### src/rtl/tr_stat_pkg.sv
// Package: shared constants and select codes for the statistics counters.
// Assumes exactly four counters addressed by a two-bit select.
package tr_stat_pkg;
    localparam int NUM_CNT = 4;
    localparam int SEL_W   = 2;

    typedef enum logic [SEL_W-1:0] {
        SEL_FRAME = 2'd0,
        SEL_ERROR = 2'd1,
        SEL_LOST  = 2'd2,
        SEL_TOKEN = 2'd3
    } stat_sel_e;
endpackage

### src/rtl/tr_stat_counter.sv
// One wrapping event counter with clear-on-read.
// Assumes inc and clr are single-cycle, synchronous strobes. A clear that
// coincides with an increment leaves the count at one so the event survives.
module tr_stat_counter #(
    parameter int W = 16
) (
    input  logic         clk,
    input  logic         rst_n,
    input  logic         inc,
    input  logic         clr,
    output logic [W-1:0] q
);
    localparam logic [W-1:0] ONE = W'(1);

    // Count register: reset, clear (keeping a coincident event) or wrap-add.
    always_ff @(posedge clk) begin
        if (!rst_n) begin
            q <= '0;
        end else if (clr) begin
            q <= inc ? ONE : '0;
        end else if (inc) begin
            q <= q + ONE;
        end
    end
endmodule

### src/rtl/tr_stat_read_port.sv
// Host read port: selects one zero-extended counter and registers it.
// Assumes the counter values given are already widened to the bus width.
module tr_stat_read_port
    import tr_stat_pkg::*;
#(
    parameter int RD_W = 16
) (
    input  logic            clk,
    input  logic            rst_n,
    input  logic            rd_en,
    input  logic [SEL_W-1:0] rd_sel,
    input  logic [RD_W-1:0] cnt_ext [NUM_CNT],
    output logic [RD_W-1:0] rd_data,
    output logic            rd_valid
);
    logic [RD_W-1:0] sel_val;

    // Pick the addressed counter value.
    always_comb begin
        sel_val = cnt_ext[rd_sel];
    end

    // Capture the pre-clear value on a read and flag it for one cycle.
    always_ff @(posedge clk) begin
        if (!rst_n) begin
            rd_data  <= '0;
            rd_valid <= 1'b0;
        end else begin
            rd_valid <= rd_en;
            if (rd_en) begin
                rd_data <= sel_val;
            end
        end
    end
endmodule

### src/rtl/tr_stat_counters.sv
// Top: four receive statistics counters (frame, error, lost, token) with a
// read-and-clear host port. Assumes increment strobes come from the receive
// state machine, one per event, and that RD_W is at least every counter width.
module tr_stat_counters
    import tr_stat_pkg::*;
#(
    parameter int FRAME_W = 16,
    parameter int ERR_W   = 6,
    parameter int LOST_W  = 6,
    parameter int TOKEN_W = 16,
    parameter int RD_W    = 16
) (
    input  logic            clk,
    input  logic            rst_n,
    input  logic            inc_frame,
    input  logic            inc_err,
    input  logic            err_prev_marked,
    input  logic            inc_lost,
    input  logic            inc_token,
    input  logic            rd_en,
    input  logic [1:0]      rd_sel,
    output logic [RD_W-1:0] rd_data,
    output logic            rd_valid
);
    localparam int CW [NUM_CNT] = '{FRAME_W, ERR_W, LOST_W, TOKEN_W};

    logic [NUM_CNT-1:0] inc_vec;
    logic [NUM_CNT-1:0] clr_vec;
    logic [RD_W-1:0]    cnt_ext [NUM_CNT];

    // Gather increment requests; an error counts only if not flagged upstream.
    always_comb begin
        inc_vec[SEL_FRAME] = inc_frame;
        inc_vec[SEL_ERROR] = inc_err & ~err_prev_marked;
        inc_vec[SEL_LOST]  = inc_lost;
        inc_vec[SEL_TOKEN] = inc_token;
    end

    genvar gi;
    generate
        for (gi = 0; gi < NUM_CNT; gi++) begin : g_cnt
            logic [CW[gi]-1:0] q;

            // Clear request for this counter from the host read.
            assign clr_vec[gi] = rd_en && (rd_sel == SEL_W'(gi));

            tr_stat_counter #(.W(CW[gi])) i_cnt (
                .clk   (clk),
                .rst_n (rst_n),
                .inc   (inc_vec[gi]),
                .clr   (clr_vec[gi]),
                .q     (q)
            );

            assign cnt_ext[gi] = RD_W'(q);
        end
    endgenerate

    tr_stat_read_port #(.RD_W(RD_W)) i_rd (
        .clk      (clk),
        .rst_n    (rst_n),
        .rd_en    (rd_en),
        .rd_sel   (rd_sel),
        .cnt_ext  (cnt_ext),
        .rd_data  (rd_data),
        .rd_valid (rd_valid)
    );
endmodule

### config.mk
export PLATFORM = sky130hd
export DESIGN_NAME = tr_stat_counters
export DESIGN_NICKNAME = d
export VERILOG_FILES = /design/src/rtl/tr_stat_pkg.sv /design/src/rtl/tr_stat_counter.sv /design/src/rtl/tr_stat_read_port.sv /design/src/rtl/tr_stat_counters.sv
export SDC_FILE = /design/constraint.sdc
export NUM_CORES = 1
export LEC_CHECK = 0
export BUFFER_PORTS_ARGS = -buffer_cell sky130_fd_sc_hd__buf_2
export CAP_MARGIN = 5
export CORE_MARGIN = 4
export CORE_UTILIZATION = 30
export CTS_BUF_LIST = sky130_fd_sc_hd__clkbuf_4
export CTS_CLUSTER_DIAMETER = 200
export CTS_CLUSTER_SIZE = 8
export DETAILED_ROUTE_END_ITERATION = 12
export GPL_TIMING_DRIVEN = 0
export PLACE_DENSITY_LB_ADDON = 0.12
export SLEW_MARGIN = 20
export SYNTH_ARGS = -nofsm -noshare
export SYNTH_HDL_FRONTEND = slang
export SYNTH_SLANG_ARGS = --single-unit
### constraint.sdc
create_clock -name clk -period 3.5 [get_ports clk]
set_input_delay 0.175 -clock clk [delete_from_list [all_inputs] [get_ports clk]]
set_output_delay 0.175 -clock clk [all_outputs]
set_load 0.03 [all_outputs]
==> results.json, run 1 <==
{
  "firstDrtPassIters": 4,
  "skew_ns": 0.0112,
  "ys_seq_area_share_pct": 42.9,
  "ys_seq_elements": 61,
  "reg2reg_slack_ns": 1.80,
  "place_congestion": 0.759,
  "endpoint": "g_cnt[3].i_cnt.q[15]",
  "antenna_left": 0,
  "synth_top_cell_area_share_pct": 42.9,
  "worstPathMaxFanout": 9,
  "ir_drop_v": 0.000183,
  "setup_viol": 0,
  "max_freq_mhz": 589,
  "io_pins": 27,
  "area_growth_pct": 14.6,
  "ys_types": 44,
  "postSynthAreaPerCell_sq_um": 9.25,
  "vias": 2369,
  "fin_util_pct": 35.3,
  "yosysTopAreaCell": "dfxtp_1",
  "path_clk_slew_ns": 0.11,
  "cts_resized": 0,
  "synthesis.area_sq_um": 2850,
  "synthesis.nets": 322,
  "drive_gt1_share_pct": 15.5,
  "r2r_start": "g_cnt[3].i_cnt.q[3]",
  "power.density_nw_per_um2": 405,
  "post_dp_cell_area_sq_um": 3140,
  "reg2reg_to": "g_cnt[3].i_cnt.q[15]",
  "cts.sinks": 61,
  "grt_pass1_vias": 2239,
  "ff2ff_path_depth": 4,
  "synthFlopType": "dfxtp_1",
  "portBuffers": 25,
  "synth_area_leaders": "dfxtp_1 (43%), nor2_1 (6.6%), xor2_1 (6.1%)",
  "rsz0062_at_grt": "false",
  "ys.warnings.count": 0,
  "antenna_found_initial": 0,
  "grt_remaining_overflow": 0,
  "core_area_sq_um": 9240,
  "layout.cells.non_filler": 478,
  "wl_per_cell_um": 14.9,
  "hpwlAfterDp_um": 5230,
  "drt_iter0_markers": 73,
  "fill_cells": 1011,
  "initial_core_util_pct": 30.8,
  "synthCells": 308,
  "async_flop_share_pct": 0,
  "cts_setup_buffers": 0,
  "die_w_um": 105,
  "worstPathRequired_ns": 3.79,
  "die_y_um": 105,
  "cts_hold_buf": 0,
  "stdcell_area_sq_um": 3260,
  "h-tree-depth": 3,
  "rows": 35,
  "p_leak_nw": 1.20,
  "slew_viol_final": 0,
  "fin_total_pwr_mw": 1.32,
  "min_period_ns": 1.70,
  "yosysMostFrequentCell": "dfxtp_1",
  "hold_viol_final": 0,
  "setup-tns-final_ns": 0,
  "synth_common_cells": "dfxtp_1 (61), nor2_1 (50), nand2_1 (20), xor2_1 (20), nand4_1 (14)",
  "cts_buffers": 9,
  "end_kind": "flop",
  "cts_root_buffer": "clkbuf_4",
  "finish.net_count": 358,
  "drc_errors": 0,
  "die_area_sq_um": 11100,
  "clk_latency_ns": 0.41,
  "crit_path_start": "g_cnt[3].i_cnt.q[3]",
  "relSlewSlack_pct": 46.1,
  "grt_start_max_net_pins": 11,
  "diodes": 0,
  "finalCritPeriodShare_pct": 48.5,
  "tightest_slew_ns": 0.809,
  "hp-start": "rst_n",
  "criticalPathCategory": "flop to flop",
  "status": "finished, final reports clean",
  "grt_pass1_wl_um": 11900,
  "hold_class": "primary input to flop",
  "cap_violations": 0,
  "grt_usage_pct": 13.5,
  "crit_arrival_ns": 1.99,
  "startpoint_type": "flop",
  "cts_tree": "built",
  "place_inst": 462,
  "synth_edf_count": 0,
  "cts_buffer_depth": 2,
  "via_per_inst": 4.96,
  "wl_um": 7100
}
==> cell families after synthesis <==
kind of cell / count (synthesis) / synth area share [%]
buffers and inverters: 19 / 2.81
adder cells (fa/ha/maj): 4 / 1.76
multiplexers: 16 / 8.39
XOR/XNOR: 27 / 8.30
flip-flops: 61 / 42.9
AO/OA/AOI/OAI: 53 / 12.4
AND/OR/NAND/NOR: 128 / 23.5
==> report_power, final <==
group,internal (mW),switching [mW]
clock,0.218,0.264
sequential,0.709,0.0143
combinational,0.0401,0.0774
total,0.967,0.356
==> state kept, by name, indices dropped and copies added, names as in the netlist <==
name / cells
g_cnt.i_cnt.q: 44
i_rd.rd_data: 16
i_rd.rd_valid: 1
==> metal layers <==
metal | global-route usage, % | routed length (um)
met3 | 3.25 | 258
met2 | 21.1 | 3260
met4 | 4.50 | 78
met5 | 0 | 0
met1 | 18.2 | 3500
==> layout make-up <==
cell class                 count  area, sq um  share of cell area, %
timing repair buffer          25          125                   3.83
inverter                       4         15.0                  0.460
clock inverter                 6         53.8                   1.65
clock buffer                  10         75.1                   2.30
tap                          129          161                   4.94
buffer                        15         65.1                   1.99
multi-input combinational    228         1550                   47.4
sequential                    61         1220                   37.4
==> how the worst min path moves through the flow <==
stage                                      end  depth (start not counted)
final                            i_rd.rd_valid                          2
after global routing             i_rd.rd_valid                          2
after CTS                        i_rd.rd_valid                          2
after detailed placement  g_cnt[3].i_cnt.q[15]                          2
after global placement    g_cnt[3].i_cnt.q[15]                          2
after floorplan                  i_rd.rd_valid                          1
==> stage by stage <==
| stage | worst slack [ns] | hold slack (ns) |
|---|---|---|
| final | 1.80 | 0.0972 |
| after global routing | 1.70 | 0.0862 |
| after CTS | 1.79 | 0.0818 |
| after detailed placement | 1.71 | 0.471 |
| after global placement | 1.72 | 0.466 |
| after floorplan | 2.03 | 0.302 |
==> cells in the final DEF (no fill, tap or decap), types with 6 or more instances in the layout <==
| master | synthesis | final |
|---|---|---|
| a211oi_1 | 10 | 10 |
| a22oi_1 | 10 | 10 |
| dfxtp_1 | 61 | 61 |
| nor2_1 | 50 | 50 |
| clkbuf_4 | 0 | 10 |
| a21oi_1 | 9 | 9 |
| mux2i_1 | 10 | 10 |
| clkbuf_1 | 6 | 6 |
| xor2_1 | 20 | 20 |
| xnor2_1 | 7 | 7 |
| nand2_1 | 20 | 20 |
| o21ai_0 | 11 | 11 |
| nand3_1 | 9 | 9 |
| nand4_1 | 14 | 14 |
| buf_2 | 4 | 29 |
==> critical path, stage by stage, from the launching register on <==
cell	delay (ns)
dfxtp_1	0.51
nand4_4	0.21
or3_4	0.41
o41ai_1	0.36
a21oi_1	0.10
Note: power is estimated with default switching activity, not from simulation.
==> run 2, diff against run 1 <==
clock period = 1.5 ns   (was 3.5 ns; I/O delays follow)
==> run 2 against run 1 <==
Compared with the run above:
- maximum frequency is 18% higher
- register-to-register slack worse by 1.7 ns
- clock skew is 0.0029 ns lower
- hold slack worse by 0.038 ns
- count of clock-buffer cells in the layout stayed put
- critical path type unchanged
- sequential share of layout area is 1.2 points lower
==> results.json, run 2 (synthesis results as in run 1) <==
{
  "grt_start_max_net_pins": 11,
  "startpoint_type": "flop",
  "criticalPathCategory": "flop to flop",
  "die_y_um": 105,
  "grt_pass1_wl_um": 12300,
  "netSwitchingFraction_pct": 26.8,
  "wl_met3_um": 190,
  "cts.sinks": 61,
  "area_growth_pct": 23.5,
  "p_int_mw": 2.26,
  "p_sw_mw": 0.825,
  "grt_pass1_vias": 2329,
  "drc_errors": 0,
  "clk_latency_ns": 0.40,
  "setup_viol": 0,
  "diodes": 0,
  "grt_remaining_overflow": 0,
  "layout.cells.non_filler": 496,
  "crit_path_start": "g_cnt[0].i_cnt.q[2]",
  "clkPwrFrac_pct": 36.0,
  "rows": 35,
  "die_area_sq_um": 11100,
  "place_inst": 462,
  "final_cell_mix": "nor2_1 (50), dfxtp_1 (42), buf_2 (29), xor2_1 (20), nand2_1 (19)",
  "regMostFlops": "g_cnt.i_cnt.q",
  "wl_met2_um": 3510,
  "endpoint": "g_cnt[0].i_cnt.q[13]",
  "postLayoutSetupSlackWorst_ns": 0.0644,
  "worstPathRequired_ns": 1.83,
  "finish.net_count": 376,
  "crit_cells": 4,
  "path_clk_slew_ns": 0.10,
  "relSlewSlack_pct": 45.1,
  "antenna_left": 0,
  "wl_um": 7440,
  "cts_tree": "built",
  "drt_iter0_markers": 92,
  "reg2reg_slack_ns": 0.06,
  "hold_viol_final": 0,
  "drt-met1-wl_um": 3670,
  "r2r_start": "g_cnt[0].i_cnt.q[2]",
  "io_pins": 27,
  "worstPathMaxFanout": 6,
  "p_seq_share_pct": 54.3,
  "critical_path.top_delay_family": "simple AND/OR/NAND/NOR gates",
  "top_layer": "met4",
  "reg.largest.list": "g_cnt.i_cnt.q x44, i_rd.rd_data x16, i_rd.rd_valid x1",
  "mostFrequentLayoutCell": "nor2_1",
  "portBuffers": 25,
  "initial_core_util_pct": 30.8,
  "cts_buffer_depth": 2,
  "end_kind": "flop",
  "largest_reg_flops": 44,
  "hpwlAfterDp_um": 5230,
  "skew_ns": 0.00832,
  "ff2ff_path_depth": 4,
  "crit_chain": "and4_4 -> nand2_1 -> or4_1 -> a21oi_1",
  "core_area_sq_um": 9240,
  "rsz0062_at_grt": "true",
  "firstDrtPassIters": 4,
  "status": "finished, final reports clean",
  "p_comb_share_pct": 9.7,
  "vias": 2458,
  "slew_viol_final": 0,
  "tightest_slew_ns": 0.823,
  "reg2reg_to": "g_cnt[0].i_cnt.q[13]",
  "hold_class": "primary input to flop",
  "via_per_inst": 4.96,
  "h-tree-depth": 3,
  "fill_cells": 974,
  "cap_violations": 0,
  "cts_buffers": 9,
  "wl_per_cell_um": 15.0,
  "max_freq_mhz": 697,
  "drive_gt1_share_pct": 27.2,
  "crit_buf_inv": 0,
  "min_period_ns": 1.44,
  "dp_slack_ns": -0.187,
  "power.density_nw_per_um2": 877,
  "antenna_found_initial": 0,
  "crit_arrival_ns": 1.76,
  "ir_drop_v": 0.000446,
  "critPathSlowestCell": "or4_1",
  "max_stage_delay_ns": 0.51,
  "p_leak_nw": 1.30,
  "grt_usage_pct": 13.9,
  "cts_root_buffer": "clkbuf_4",
  "finalCritPeriodShare_pct": 95.7,
  "die_w_um": 105,
  "place_congestion": 0.759
}
run 2: final cells by class:
cell class | count | area, sq um | area share (%)
clock inverters | 6 | 53.8 | 1.53
repair buffers | 43 | 265 | 7.54
clock buffers | 10 | 75.1 | 2.13
plain buffers | 15 | 65.1 | 1.85
multi-input cells | 228 | 1610 | 45.7
flip-flops and latches | 61 | 1270 | 36.2
well taps | 129 | 161 | 4.59
inverters | 4 | 15.0 | 0.427
run 2: worst min path at each step:
stage          startpoint             endpoint  slack (ns)  depth (start not counted)
6_report        inc_token  g_cnt[3].i_cnt.q[0]        0.06                          3
5_1_grt         inc_token  g_cnt[3].i_cnt.q[1]        0.09                          3
4_1_cts         inc_token  g_cnt[3].i_cnt.q[0]        0.03                          3
3_5_place_dp     inc_lost  g_cnt[2].i_cnt.q[0]        0.41                          3
3_3_place_gp     inc_lost  g_cnt[2].i_cnt.q[0]        0.40                          3
2_1_floorplan       rst_n        i_rd.rd_valid        0.20                          1
run 2: what timing repair did:
action / in CTS / in global routing
endpoints found under the hold margin: 3 / 0
gates resized for setup: 23 / 22
endpoints found under the setup margin: 13 / 12
pin swaps: 3 / 8
gates cloned: 0 / 0
hold buffers: 2 / 0
setup buffers: 9 / 7
run 2: through the flow:
stage	total power [mW]	TNS (ns)	util (%)	instance area [sq um]	hold slack, ns
6_report	3.08	0	38.1	3520	0.0589
2_1_floorplan	1.90	0	-	2850	0.202
4_1_cts	3.14	-0.00910	36.7	3390	0.0344
3_3_place_gp	2.00	-4.03	33.9	3140	0.397
3_5_place_dp	2.00	-4.32	33.9	3140	0.412
5_1_grt	3.26	-0.0201	38.1	3520	0.0937
run 2: power by group through the flow:
stage                     sequential [mW]  combinational (mW)  clock (mW)
after detailed placement             1.73               0.278           0
after global placement               1.73               0.276           0
after CTS                            1.68               0.294        1.17
final                                1.67               0.300        1.11
after global routing                 1.68               0.333        1.25
after floorplan                      1.75               0.155           0
run 2: per-layer routing:
metal / vias up / track usage [%]
met2: 31 / 22.1
met1: 1184 / 18.5
li1: 1235 / -
met4: 0 / 4.50
met3: 8 / 3.18
met5: - / 0
run 2: worst register-to-register path, delay by kind of cell, from the launching register on:
family             cells  cell delay, ns
and+or+nand+nor        3            0.85
DFF                    1            0.39
AOI/OAI and AO/OA      1            0.13
